--- config.mk ---
export PLATFORM = sky130hd
export DESIGN_NAME = bcast_desc_tracker
export DESIGN_NICKNAME = d
export VERILOG_FILES = /design/src/rtl/bdt_pkg.sv /design/src/rtl/bdt_period_decode.sv /design/src/rtl/bdt_timer.sv /design/src/rtl/bdt_status_fsm.sv /design/src/rtl/bcast_desc_tracker.sv
export SDC_FILE = /design/constraint.sdc
export NUM_CORES = 1
export LEC_CHECK = 0
export ABC_AREA = 1
export CORE_MARGIN = 1.5
export CORE_UTILIZATION = 50
export DETAILED_ROUTE_END_ITERATION = 16
export DONT_BUFFER_PORTS = 1
export GPL_TIMING_DRIVEN = 0
export PLACE_DENSITY = 0.67
export SKIP_CTS_REPAIR_TIMING = 1
export SLEW_MARGIN = 20
export SYNTH_ARGS = -nofsm -noshare
export SYNTH_HDL_FRONTEND = slang
export SYNTH_SLANG_ARGS = --single-unit
--- constraint.sdc ---
create_clock -name clk -period 1.7 [get_ports clk]
set_clock_uncertainty 0.05 [all_clocks]
set_input_delay 0.34 -clock clk [delete_from_list [all_inputs] [get_ports clk]]
set_output_delay 0.34 -clock clk [all_outputs]
set_load 0.03 [all_outputs]
--- src/rtl/bdt_pkg.sv ---
package bdt_pkg;
  typedef enum logic [2:0] {
    ST_IDLE = 3'b000,
    ST_BUSY = 3'b010,
    ST_DTO  = 3'b100,
    ST_NACK = 3'b101,
    ST_STO  = 3'b110,
    ST_PUT  = 3'b111
  } bdt_status_e;
endpackage

--- src/rtl/bdt_period_decode.sv ---
module bdt_period_decode #(
  parameter int FIELD_W = 4,
  parameter int BASE_LO = 10,
  parameter int BASE_HI = 80,
  parameter int CNT_W   = 10
) (
  input  logic [FIELD_W-1:0] field,
  output logic [CNT_W-1:0]   limit
);
  localparam int MULT_W = FIELD_W - 1;
  localparam logic [CNT_W-1:0] LO_C = CNT_W'(BASE_LO);
  localparam logic [CNT_W-1:0] HI_C = CNT_W'(BASE_HI);

  logic [CNT_W-1:0] base;
  logic [CNT_W-1:0] mult;

  always_comb begin
    base  = field[FIELD_W-1] ? HI_C : LO_C;
    mult  = CNT_W'(field[MULT_W-1:0]);
    limit = CNT_W'(mult * base);
  end
endmodule

--- src/rtl/bdt_timer.sv ---
module bdt_timer #(
  parameter int CNT_W = 10
) (
  input  logic             clk,
  input  logic             rst,
  input  logic             start,
  input  logic             run,
  input  logic             tick,
  input  logic [CNT_W-1:0] limit_in,
  output logic             expire
);
  localparam logic [CNT_W-1:0] ONE  = CNT_W'(1);
  localparam logic [CNT_W-1:0] ZERO = '0;

  logic [CNT_W-1:0] limit_q;
  logic [CNT_W-1:0] cnt_q;

  always_ff @(posedge clk) begin
    if (rst) begin
      limit_q <= ZERO;
      cnt_q   <= ZERO;
    end else if (start) begin
      limit_q <= limit_in;
      cnt_q   <= ZERO;
    end else if (run && tick && !expire) begin
      cnt_q <= cnt_q + ONE;
    end
  end

  always_comb begin
    expire = run && tick && (limit_q != ZERO) && (cnt_q == limit_q - ONE);
  end
endmodule

--- src/rtl/bdt_status_fsm.sv ---
module bdt_status_fsm
  import bdt_pkg::*;
(
  input  logic        clk,
  input  logic        rst,
  input  logic        act,
  input  logic        ack,
  input  logic        nack,
  input  logic        sto,
  input  logic        put,
  input  logic        expire,
  output bdt_status_e status,
  output logic        done,
  output logic        start,
  output logic        busy
);
  bdt_status_e st_q, st_d;
  logic        done_d;

  always_comb begin
    busy   = (st_q == ST_BUSY);
    start  = act && !busy;
    st_d   = st_q;
    done_d = 1'b0;
    if (start) begin
      st_d = ST_BUSY;
    end else if (busy) begin
      if (put)         st_d = ST_PUT;
      else if (sto)    st_d = ST_STO;
      else if (nack)   st_d = ST_NACK;
      else if (expire) st_d = ST_DTO;
      else if (ack) begin
        st_d   = ST_IDLE;
        done_d = 1'b1;
      end
    end
  end

  always_ff @(posedge clk) begin
    if (rst) begin
      st_q <= ST_IDLE;
      done <= 1'b0;
    end else begin
      st_q <= st_d;
      done <= done_d;
    end
  end

  assign status = st_q;
endmodule

--- src/rtl/bcast_desc_tracker.sv ---
module bcast_desc_tracker
  import bdt_pkg::*;
#(
  parameter int FIELD_W = 4,
  parameter int BASE_LO = 10,
  parameter int BASE_HI = 80
) (
  input  logic               clk,
  input  logic               rst,
  input  logic               us_tick,
  input  logic               activate,
  input  logic [FIELD_W-1:0] tmo_field,
  input  logic               dest_ack,
  input  logic               strong_nack,
  input  logic               src_timeout,
  input  logic               put_fail,
  output logic [2:0]         status,
  output logic               done
);
  localparam int MULT_W   = FIELD_W - 1;
  localparam int MULT_MAX = (1 << MULT_W) - 1;
  localparam int BASE_MAX = (BASE_HI > BASE_LO) ? BASE_HI : BASE_LO;
  localparam int LONGEST  = MULT_MAX * BASE_MAX;
  localparam int CNT_W    = $clog2(LONGEST + 1);

  logic [CNT_W-1:0] period;
  logic             tmr_expire;
  logic             tmr_start;
  logic             is_busy;
  bdt_status_e      st;

  bdt_period_decode #(
    .FIELD_W(FIELD_W), .BASE_LO(BASE_LO), .BASE_HI(BASE_HI), .CNT_W(CNT_W)
  ) u_decode (
    .field(tmo_field),
    .limit(period)
  );

  bdt_timer #(.CNT_W(CNT_W)) u_timer (
    .clk(clk), .rst(rst), .start(tmr_start), .run(is_busy),
    .tick(us_tick), .limit_in(period), .expire(tmr_expire)
  );

  bdt_status_fsm u_fsm (
    .clk(clk), .rst(rst), .act(activate), .ack(dest_ack),
    .nack(strong_nack), .sto(src_timeout), .put(put_fail),
    .expire(tmr_expire), .status(st), .done(done),
    .start(tmr_start), .busy(is_busy)
  );

  assign status = st;
endmodule

==> out/metrics.yaml, run 1 <==
final_cells: 296
violations: "setup timing"
clk_latency_ps: 310
power_frac_clock_pct: 20.7
min_period_ps: 1851
num_rows: 20
max_freq_mhz: 540.1
yosys.area.top_type: "dfxtp_1"
ys_seq_elements: 23
grtUsageMet1_pct: 29.18
netlist_instances: 244
switchingPower_w: 0.0004322
antenna_left: 0
boundaryPins: 16
clockRootBuffer: "clkbuf_4"
crit_type: "reg -> reg"
tritoncts: "done"
crit_chain: "inv_4, ha_4, inv_2, nand2_1, nand3_1, nor2_1, nand2_1, nor2_2, nand3_2, nor2_4, nand2_4, buf_6, a21oi_2, nor2_1"
synth_edf_count: 0
rsz0062_at_grt: "yes"
layout.nets: 274
startpoint_type: "flop"
power_leakage_nw: 0.8117
setup_ws_ps: -151.5
synth_area_leaders: "dfxtp_1 28%, nand2_1 14%, inv_1 7.6%"
chipWidth_um: 59.99
syn_to_final_growth_pct: 12.25
dp_hpwl_um: 2510
avgSynthCellArea_um2: 6.656
arrival_ps: 2030
fill_cells: 308
grt_max_degree: 13
die_y_um: 59.99
cts_buffers: 3
grt_busiest_layer: "met2"
power_w: 0.001230
period_share_pct: 108.9
grt_pass1_vias: 1314
multi_input_area_mm2: 0.001061
hold_class: "in -> reg"
grt_use_met3_pct: 4.329
power.density_mw_per_mm2: 674.9
routedWlPerCell_um: 10.95
grt.met2_usage_pct: 32.45
vdd_drop_max_mv: 0.4589
synthArstFlopShare_pct: 0
required_ps: 1880
power_frac_comb_pct: 30.0
ys_warn_count: 0
synth_area_mm2: 0.001624
vias: 1468
place_inst: 289
maxCapViolCount: 0
drtPass1Iterations: 4
hold_viol: 0
drive_gt1_share_pct: 19.84
place.gp.congestion: 0.8290
synth_cell_types: 36
status: "complete, but fails checks"
die_area_mm2: 0.003599
antennaDiodeCount: 0
cts-htree-levels: 1
gr-total-overflow: 0
antenna_found_initial: 0
clockBufferDepth: 2
drt-total-wl_um: 3241
cts_sinks: 23
cp_max_fo: 10
regArea_um2: 471.7
final_util_pct: 59.23
seqPwrFrac_pct: 49.3
io_buffers: 0
clk_pin_slew_ps: 130
grt_pass1_wl_um: 5699
ys_seq_area_share_pct: 28.35
setup_viol: 13
critical_path.max_stage_delay_ps: 370
grt_use_total_pct: 20.46
cp-end-kind: "flop"
initial_utilization_pct: 52.76
drc: 0
whs_ps: 33.65
slew_viol_final: 0
drt_iter0_markers: 79
coreArea_mm2: 0.003078
sw_frac_of_total_pct: 35.13
synth_top_area_share_pct: 28.35
via_per_inst: 4.959
ys.flop_type: "dfxtp_1"
crit_slowest_cell: "dfxtp_2"
internal_power_w: 0.0007981
==> sequential cells by signal, indices dropped and copies added (netlist names) <==
name             cells
u_fsm.done           1
u_fsm.status         3
u_timer.limit_q      9
u_timer.cnt_q       10
==> cell usage after synthesis (all sizes together) (3+ instances only) <==
master   n
nor2    27
o22ai    6
xor2     7
ha       8
nand3   25
inv     39
xnor2    6
dfxtp   23
a21oi   13
nand2   63
clkbuf   3
o21ai    5
==> layout make-up <==
cell class,instances,share of cell area (%)
plain buffers,4,1.441
multi-input cells,177,58.20
flip-flops and latches,23,25.88
inverters,40,8.373
clock buffers,4,1.441
repair buffers,4,1.647
well taps,44,3.020
==> power by group through the flow <==
stage	logic [W]	registers [W]	clock network [W]
floorplan	0.000298	0.000612	0
CTS	0.000355	0.000606	0.000265
finish	0.000369	0.000606	0.000255
detailed placement	0.000353	0.000619	0
global route	0.000424	0.000611	0.000289
global placement	0.000350	0.000618	0
==> layout by cell type, fill, tap and decap left out, drive strengths merged <==
cell type / n
nor4: 2
nor2: 27
inv: 40
nor3: 2
buf: 6
o21bai: 1
o22ai: 6
clkbuf: 6
dfxtp: 23
nand4: 1
ha: 8
xnor2: 6
a21oi: 13
fa: 1
or2: 1
a22oi: 1
nand2: 63
xor2: 7
a211oi: 1
o21ai: 5
conb: 3
o32ai: 2
a31oi: 1
nand3b: 1
nand3: 25
==> kinds of logic (layout without fill, tap and decap cells) <==
logic type | count (synthesis) | in the layout | synth area share (%)
flip-flops | 23 | 23 | 28.35
XOR/XNOR | 13 | 13 | 7.011
other | 2 | 3 | 0.4624
buffers and inverters | 45 | 52 | 11.02
AND/OR/NAND/NOR | 122 | 122 | 34.82
AO/OA/AOI/OAI | 30 | 30 | 10.94
adder cells (fa/ha/maj) | 9 | 9 | 7.396
==> metal layers <==
layer	wire length (um)	vias up	part of all wire [%]
li1	-	798	-
met1	1702	648	53
met2	1432	22	44
met3	106	0	3.3
met4	0	0	0
met5	0	-	0
==> through the flow <==
step | worst slack, ps | area, um^2 | setup TNS (ps)
floorplan | -21.27 | 1675 | -96.10
global placement | -269.2 | 1730 | -3340
detailed placement | -291.8 | 1730 | -3588
CTS | -315.0 | 1757 | -3746
global route | -290.1 | 1823 | -3437
finish | -151.5 | 1823 | -1515
==> critical path, delay by kind of cell, from the launching register on <==
family	cells	cell delay, ps
buffers and inverters	3	230
AND/OR/NAND/NOR	9	750
adder cells (fa/ha/maj)	1	260
flip-flops	1	370
AO/OA/AOI/OAI	1	110
==> path summary, 6_finish.rpt <==
kind	startpoint	to	slack, ps	depth (start not counted)
worst max-delay path	u_timer.limit_q[1]	u_timer.cnt_q[0]	-150	14
worst min-delay path	rst	u_timer.limit_q[8]	30	1
worst max register to register	u_timer.limit_q[1]	u_timer.cnt_q[0]	-150	14
worst min register to register	u_timer.cnt_q[9]	u_timer.cnt_q[9]	440	2
Power figures use the tool's default switching activity.
==> run 2, diff against run 1 <==
- RECOVER_POWER: not set -> 25
==> out/metrics.yaml, run 2 (same netlist as run 1, synthesis figures left out) <==
status: "complete, but fails checks"
violations: "setup timing"
tritoncts: "done"
power_w: 0.001229  # about the same
gr-total-overflow: 0  # unchanged
drtPass1Iterations: 4  # unchanged
die_area_mm2: 0.003599  # unchanged
slew_viol_final: 0  # unchanged
clockBufferDepth: 2  # unchanged
min_period_ps: 1851  # unchanged
place_inst: 289  # unchanged
setup_ws_ps: -151.5  # unchanged
grt_use_total_pct: 20.46  # unchanged
r2r_slack_ps: -150  # about the same
power_leakage_nw: 0.8115  # about the same
whs_path_depth: 1  # unchanged
startpoint_type: "flop"
regToRegStartpoint: "u_timer.limit_q[1]"
r2r-end: "u_timer.cnt_q[0]"
grt_max_degree: 13  # unchanged
drt-total-wl_um: 3241  # unchanged
drt_iter0_markers: 79  # unchanged
initial_utilization_pct: 52.76  # unchanged
fin_area_mm2: 0.001822  # about the same
preCtsSetupSlack_ps: -291.8  # unchanged
cts-htree-levels: 1  # unchanged
final_cell_mix: "59 x nand2_1, 31 x inv_1, 21 x nor2_1"
regArea_um2: 470.5  # -0.27%
hold_viol: 0  # unchanged
layout.nets: 274  # unchanged
cts_sinks: 23  # unchanged
max_freq_mhz: 540.1  # unchanged
min_from: "rst"
setup_viol: 13  # unchanged
boundaryPins: 16  # unchanged
die_y_um: 59.99  # unchanged
placed_area_mm2: 0.001730  # unchanged
crit_type: "reg -> reg"
dp_hpwl_um: 2510  # unchanged
rsz0062_at_grt: "yes"
holdPathEnd: "u_timer.limit_q[8]"
required_ps: 1880  # about the same
cp_max_fo: 10  # unchanged
io_buffers: 0  # unchanged
power.density_mw_per_mm2: 674.9  # about the same
clk_latency_ps: 310  # about the same
top_register: "u_timer.cnt_q"
chipWidth_um: 59.99  # unchanged
arrival_ps: 2030  # about the same
r2r_cells: 14  # unchanged
layout_commonest_cell: "nand2_1"
syn_to_final_growth_pct: 12.17  # about the same
place.gp.congestion: 0.8290  # unchanged
period_share_pct: 108.9  # unchanged
grt_pass1_vias: 1314  # unchanged
final_cells: 296  # unchanged
maxCapViolCount: 0  # unchanged
coreArea_mm2: 0.003078  # unchanged
drive_gt1_share_pct: 19.44  # -0.40 points
num_rows: 20  # unchanged
cts_buffers: 3  # unchanged
grt_pass1_wl_um: 5699  # unchanged
multi_input_area_mm2: 0.001061  # unchanged
antenna_found_initial: 0  # unchanged
fill_cells: 308  # unchanged
antenna_left: 0  # unchanged
routedWlPerCell_um: 10.95  # unchanged
clockRootBuffer: "clkbuf_4"
vdd_drop_max_mv: 0.4588  # about the same
antennaDiodeCount: 0  # unchanged
hold_class: "in -> reg"
via_per_inst: 4.959  # unchanged
largest_reg_flops: 10  # unchanged
clk_pin_slew_ps: 130  # about the same
cp-end-kind: "flop"
vias: 1468  # unchanged
final_util_pct: 59.19  # about the same
drc: 0  # unchanged
-- run 2: power by group --
part | internal, W | switching (W) | leakage, nW
Combinational | 0.000141 | 0.000228 | 0.607
Clock | 0.0000916 | 0.000163 | 0.0150
Sequential | 0.000565 | 0.0000404 | 0.189
-- run 2: routing by layer --
layer | track usage, % | vias to the layer above | wire (um)
met2 | 32.45 | 22 | 1432
li1 | - | 798 | -
met1 | 29.18 | 648 | 1702
met5 | 0 | - | 0
met3 | 4.329 | 0 | 106
met4 | 2.857 | 0 | 0
-- run 2: worst max path at each step --
stage | from | end | slack, ps | depth (start not counted)
floorplan | u_timer.limit_q[1] | u_timer.cnt_q[0] | -20 | 14
finish | u_timer.limit_q[1] | u_timer.cnt_q[0] | -150 | 14
CTS | u_fsm.status[0] | u_fsm.status[0] | -320 | 8
detailed placement | u_fsm.status[0] | u_fsm.status[0] | -290 | 8
global placement | u_fsm.status[0] | u_timer.cnt_q[8] | -270 | 8
global route | u_timer.limit_q[1] | u_timer.cnt_q[0] | -290 | 14
-- run 2: worst max-delay path, stage by stage, from the launching register on --
cell	delay (ps)
dfxtp_2	370
inv_4	50
ha_4	260
inv_2	20
nand2_1	50
nand3_1	60
nor2_1	110
nand2_1	80
nor2_2	110
nand3_2	90
nor2_4	100
nand2_4	100
buf_6	160
a21oi_2	110
nor2_1	50
-- run 2: per-stage QoR --
step | setup TNS, ps | hold WS (ps)
finish | -1532 | 33.65
floorplan | -96.10 | 359.1
detailed placement | -3588 | 363.7
global route | -3498 | 18.93
global placement | -3340 | 363.3
CTS | -3746 | 24.87
-- run 2: cell type report --
| type | count | area share, % |
|---|---|---|
| Multi-Input combinational cell | 177 | 58.24 |
| Sequential cell | 23 | 25.82 |
| Inverter | 40 | 8.379 |
| Tap cell | 44 | 3.022 |
| Timing Repair Buffer | 4 | 1.648 |
| Clock buffer | 4 | 1.442 |
| Buffer | 4 | 1.442 |
==> run 3, diff against run 2 <==
- CORE_MARGIN: 1.5 -> 1
==> out/metrics.yaml, run 3 (same netlist as run 1, synthesis figures left out) <==
status: "complete, but fails checks"
violations: "setup timing"
drtPass1Iterations: 4  # unchanged
final_cells: 298  # +0.68%
antenna_found_initial: 0  # unchanged
path_delay_family: "simple AND/OR/NAND/NOR gates"
routedWlPerCell_um: 11.35  # +3.7%
met3_length_um: 116  # +9.4%
drt-total-wl_um: 3382  # +4.4%
preCtsSetupSlack_ps: -278.0  # +13.86 ps
vdd_drop_max_mv: 0.3243  # -29%
largest_reg_flops: 10  # unchanged
clk_latency_ps: 320  # about the same
crit_slowest_cell: "dfxtp_2"
drc: 0  # unchanged
cts_sinks: 23  # unchanged
maxCapViolCount: 0  # unchanged
r2r_cells: 14  # unchanged
path_buf_inv: 3  # unchanged
cp_max_fo: 6  # -4
grt_use_total_pct: 21.20  # +0.73 points
internal_power_w: 0.0007954  # -0.23%
max_freq_mhz: 533.0  # -1.3%
min_period_ps: 1876  # +24.63 ps
gr-total-overflow: 0  # unchanged
power_frac_comb_pct: 30.2  # +0.2 points
initial_utilization_pct: 52.76  # unchanged
power_leakage_nw: 0.8330  # +2.6%
met1Wirelength_um: 1689  # -0.76%
switchingPower_w: 0.0004364  # +0.97%
r2r_slack_ps: -180  # -20 ps
chipWidth_um: 58.99  # -1.7%
crit_type: "reg -> reg"
via_per_inst: 5.037  # +1.6%
timing.setup.tns_ps: -1949  # -417.0 ps
setup_viol: 15  # +2
final_cell_mix: "58 x nand2_1, 31 x inv_1, 21 x nor2_1"
antenna_left: 0  # unchanged
setup_ws_ps: -176.1  # -24.63 ps
antennaDiodeCount: 0  # unchanged
r2r-end: "u_timer.cnt_q[0]"
fill_cells: 291  # -5.5%
power_w: 0.001232  # +0.19%
seqPwrFrac_pct: 49.3  # about the same
power_frac_clock_pct: 20.5  # -0.2 points
boundaryPins: 16  # unchanged
coreArea_mm2: 0.003078  # unchanged
cts-htree-levels: 1  # unchanged
startpoint_type: "flop"
grt_pass1_wl_um: 5706  # +0.12%
met2WireLength_um: 1544  # +7.8%
top_layer: "met4"
num_rows: 20  # unchanged
slew_viol_final: 0  # unchanged
die_area_mm2: 0.003480  # -3.3%
drive_gt1_share_pct: 22.44  # +3.0 points
critical_path.max_stage_delay_ps: 370  # about the same
arrival_ps: 2060  # +30 ps
syn_to_final_growth_pct: 15.64
clockBufferDepth: 2  # unchanged
layout_commonest_cell: "nand2_1"
sw_frac_of_total_pct: 35.43  # +0.27 points
hold_viol: 0  # unchanged
startpoint: "u_timer.limit_q[1]"
cp-endpoint: "u_timer.cnt_q[0]"
io_buffers: 0  # unchanged
clk_pin_slew_ps: 130  # about the same
dp_hpwl_um: 2532  # +0.86%
place.gp.congestion: 0.8348  # +0.70%
place_inst: 289  # unchanged
whs_ps: 33.86  # +0.2083 ps
vias: 1501  # +2.2%
required_ps: 1880  # about the same
drt_iter0_markers: 58  # -27%
period_share_pct: 110.4  # +1.4 points
layout.nets: 276  # +0.73%
hold_class: "in -> reg"
cp-end-kind: "flop"
cts_buffers: 3  # unchanged
crit_chain: "inv_4, ha_4, inv_2, nand2_1, nand3_1, nor2_1, nand2_1, nor2_2, nand3_2, nor2_4, nand2_4, buf_8, a21oi_2, nor2_1"
grt_pass1_vias: 1349  # +2.7%
power.density_mw_per_mm2: 655.9  # -2.8%
rsz0062_at_grt: "yes"
top_register: "u_timer.cnt_q"
regToRegStartpoint: "u_timer.limit_q[1]"
die_y_um: 58.99  # -1.7%
grt_max_degree: 14  # +1
cp_num_cells: 14  # unchanged
tritoncts: "done"
clockRootBuffer: "clkbuf_4"
[run 3: changes by cell type in the layout (fill, tap and decap cells not counted), sizes merged]
cell | previous run | this run
clkbuf | 6 | 7
clkinv | 0 | 1
[run 3: power groups by stage]
stage                     sequential (W)  clock, W  combinational [W]
after global routing            0.000611  0.000289           0.000427
after floorplan                 0.000612         0           0.000298
after detailed placement        0.000618         0           0.000353
final                           0.000607  0.000253           0.000372
after global placement          0.000618         0           0.000351
after CTS                       0.000606  0.000263           0.000357
[run 3: how the worst min path moves through the flow]
stage	from	endpoint	slack (ps)	cells past startpoint
finish	rst	u_timer.limit_q[8]	30	1
global placement	rst	u_timer.limit_q[8]	360	1
global route	rst	u_timer.limit_q[8]	10	1
detailed placement	rst	u_timer.limit_q[8]	360	1
floorplan	rst	u_timer.limit_q[8]	360	1
CTS	rst	u_timer.limit_q[8]	30	1
[run 3: through the flow]
| stage | utilization [%] | area, um^2 |
|---|---|---|
| after floorplan | - | 1675 |
| after global placement | 56.22 | 1730 |
| after detailed placement | 56.22 | 1730 |
| after CTS | 57.11 | 1758 |
| after global routing | 61.02 | 1878 |
| final | 61.02 | 1878 |
[run 3: area by class of cell]
cell class	count	area (um^2)	share of cell area, %
Buffer	5	33.78	1.799
Clock buffer	3	22.52	1.199
Clock inverter	1	5.005	0.2665
Inverter	40	152.6	8.128
Multi-Input combinational cell	177	1087	57.89
Sequential cell	23	466.7	24.85
Tap cell	44	55.05	2.931
Timing Repair Buffer	5	55.05	2.931
[run 3: per-layer routing]
metal	up-vias	GRT usage, %
met5	-	0
li1	798	-
met1	669	29.50
met4	0	6.122
met2	30	34.58
met3	4	2.402
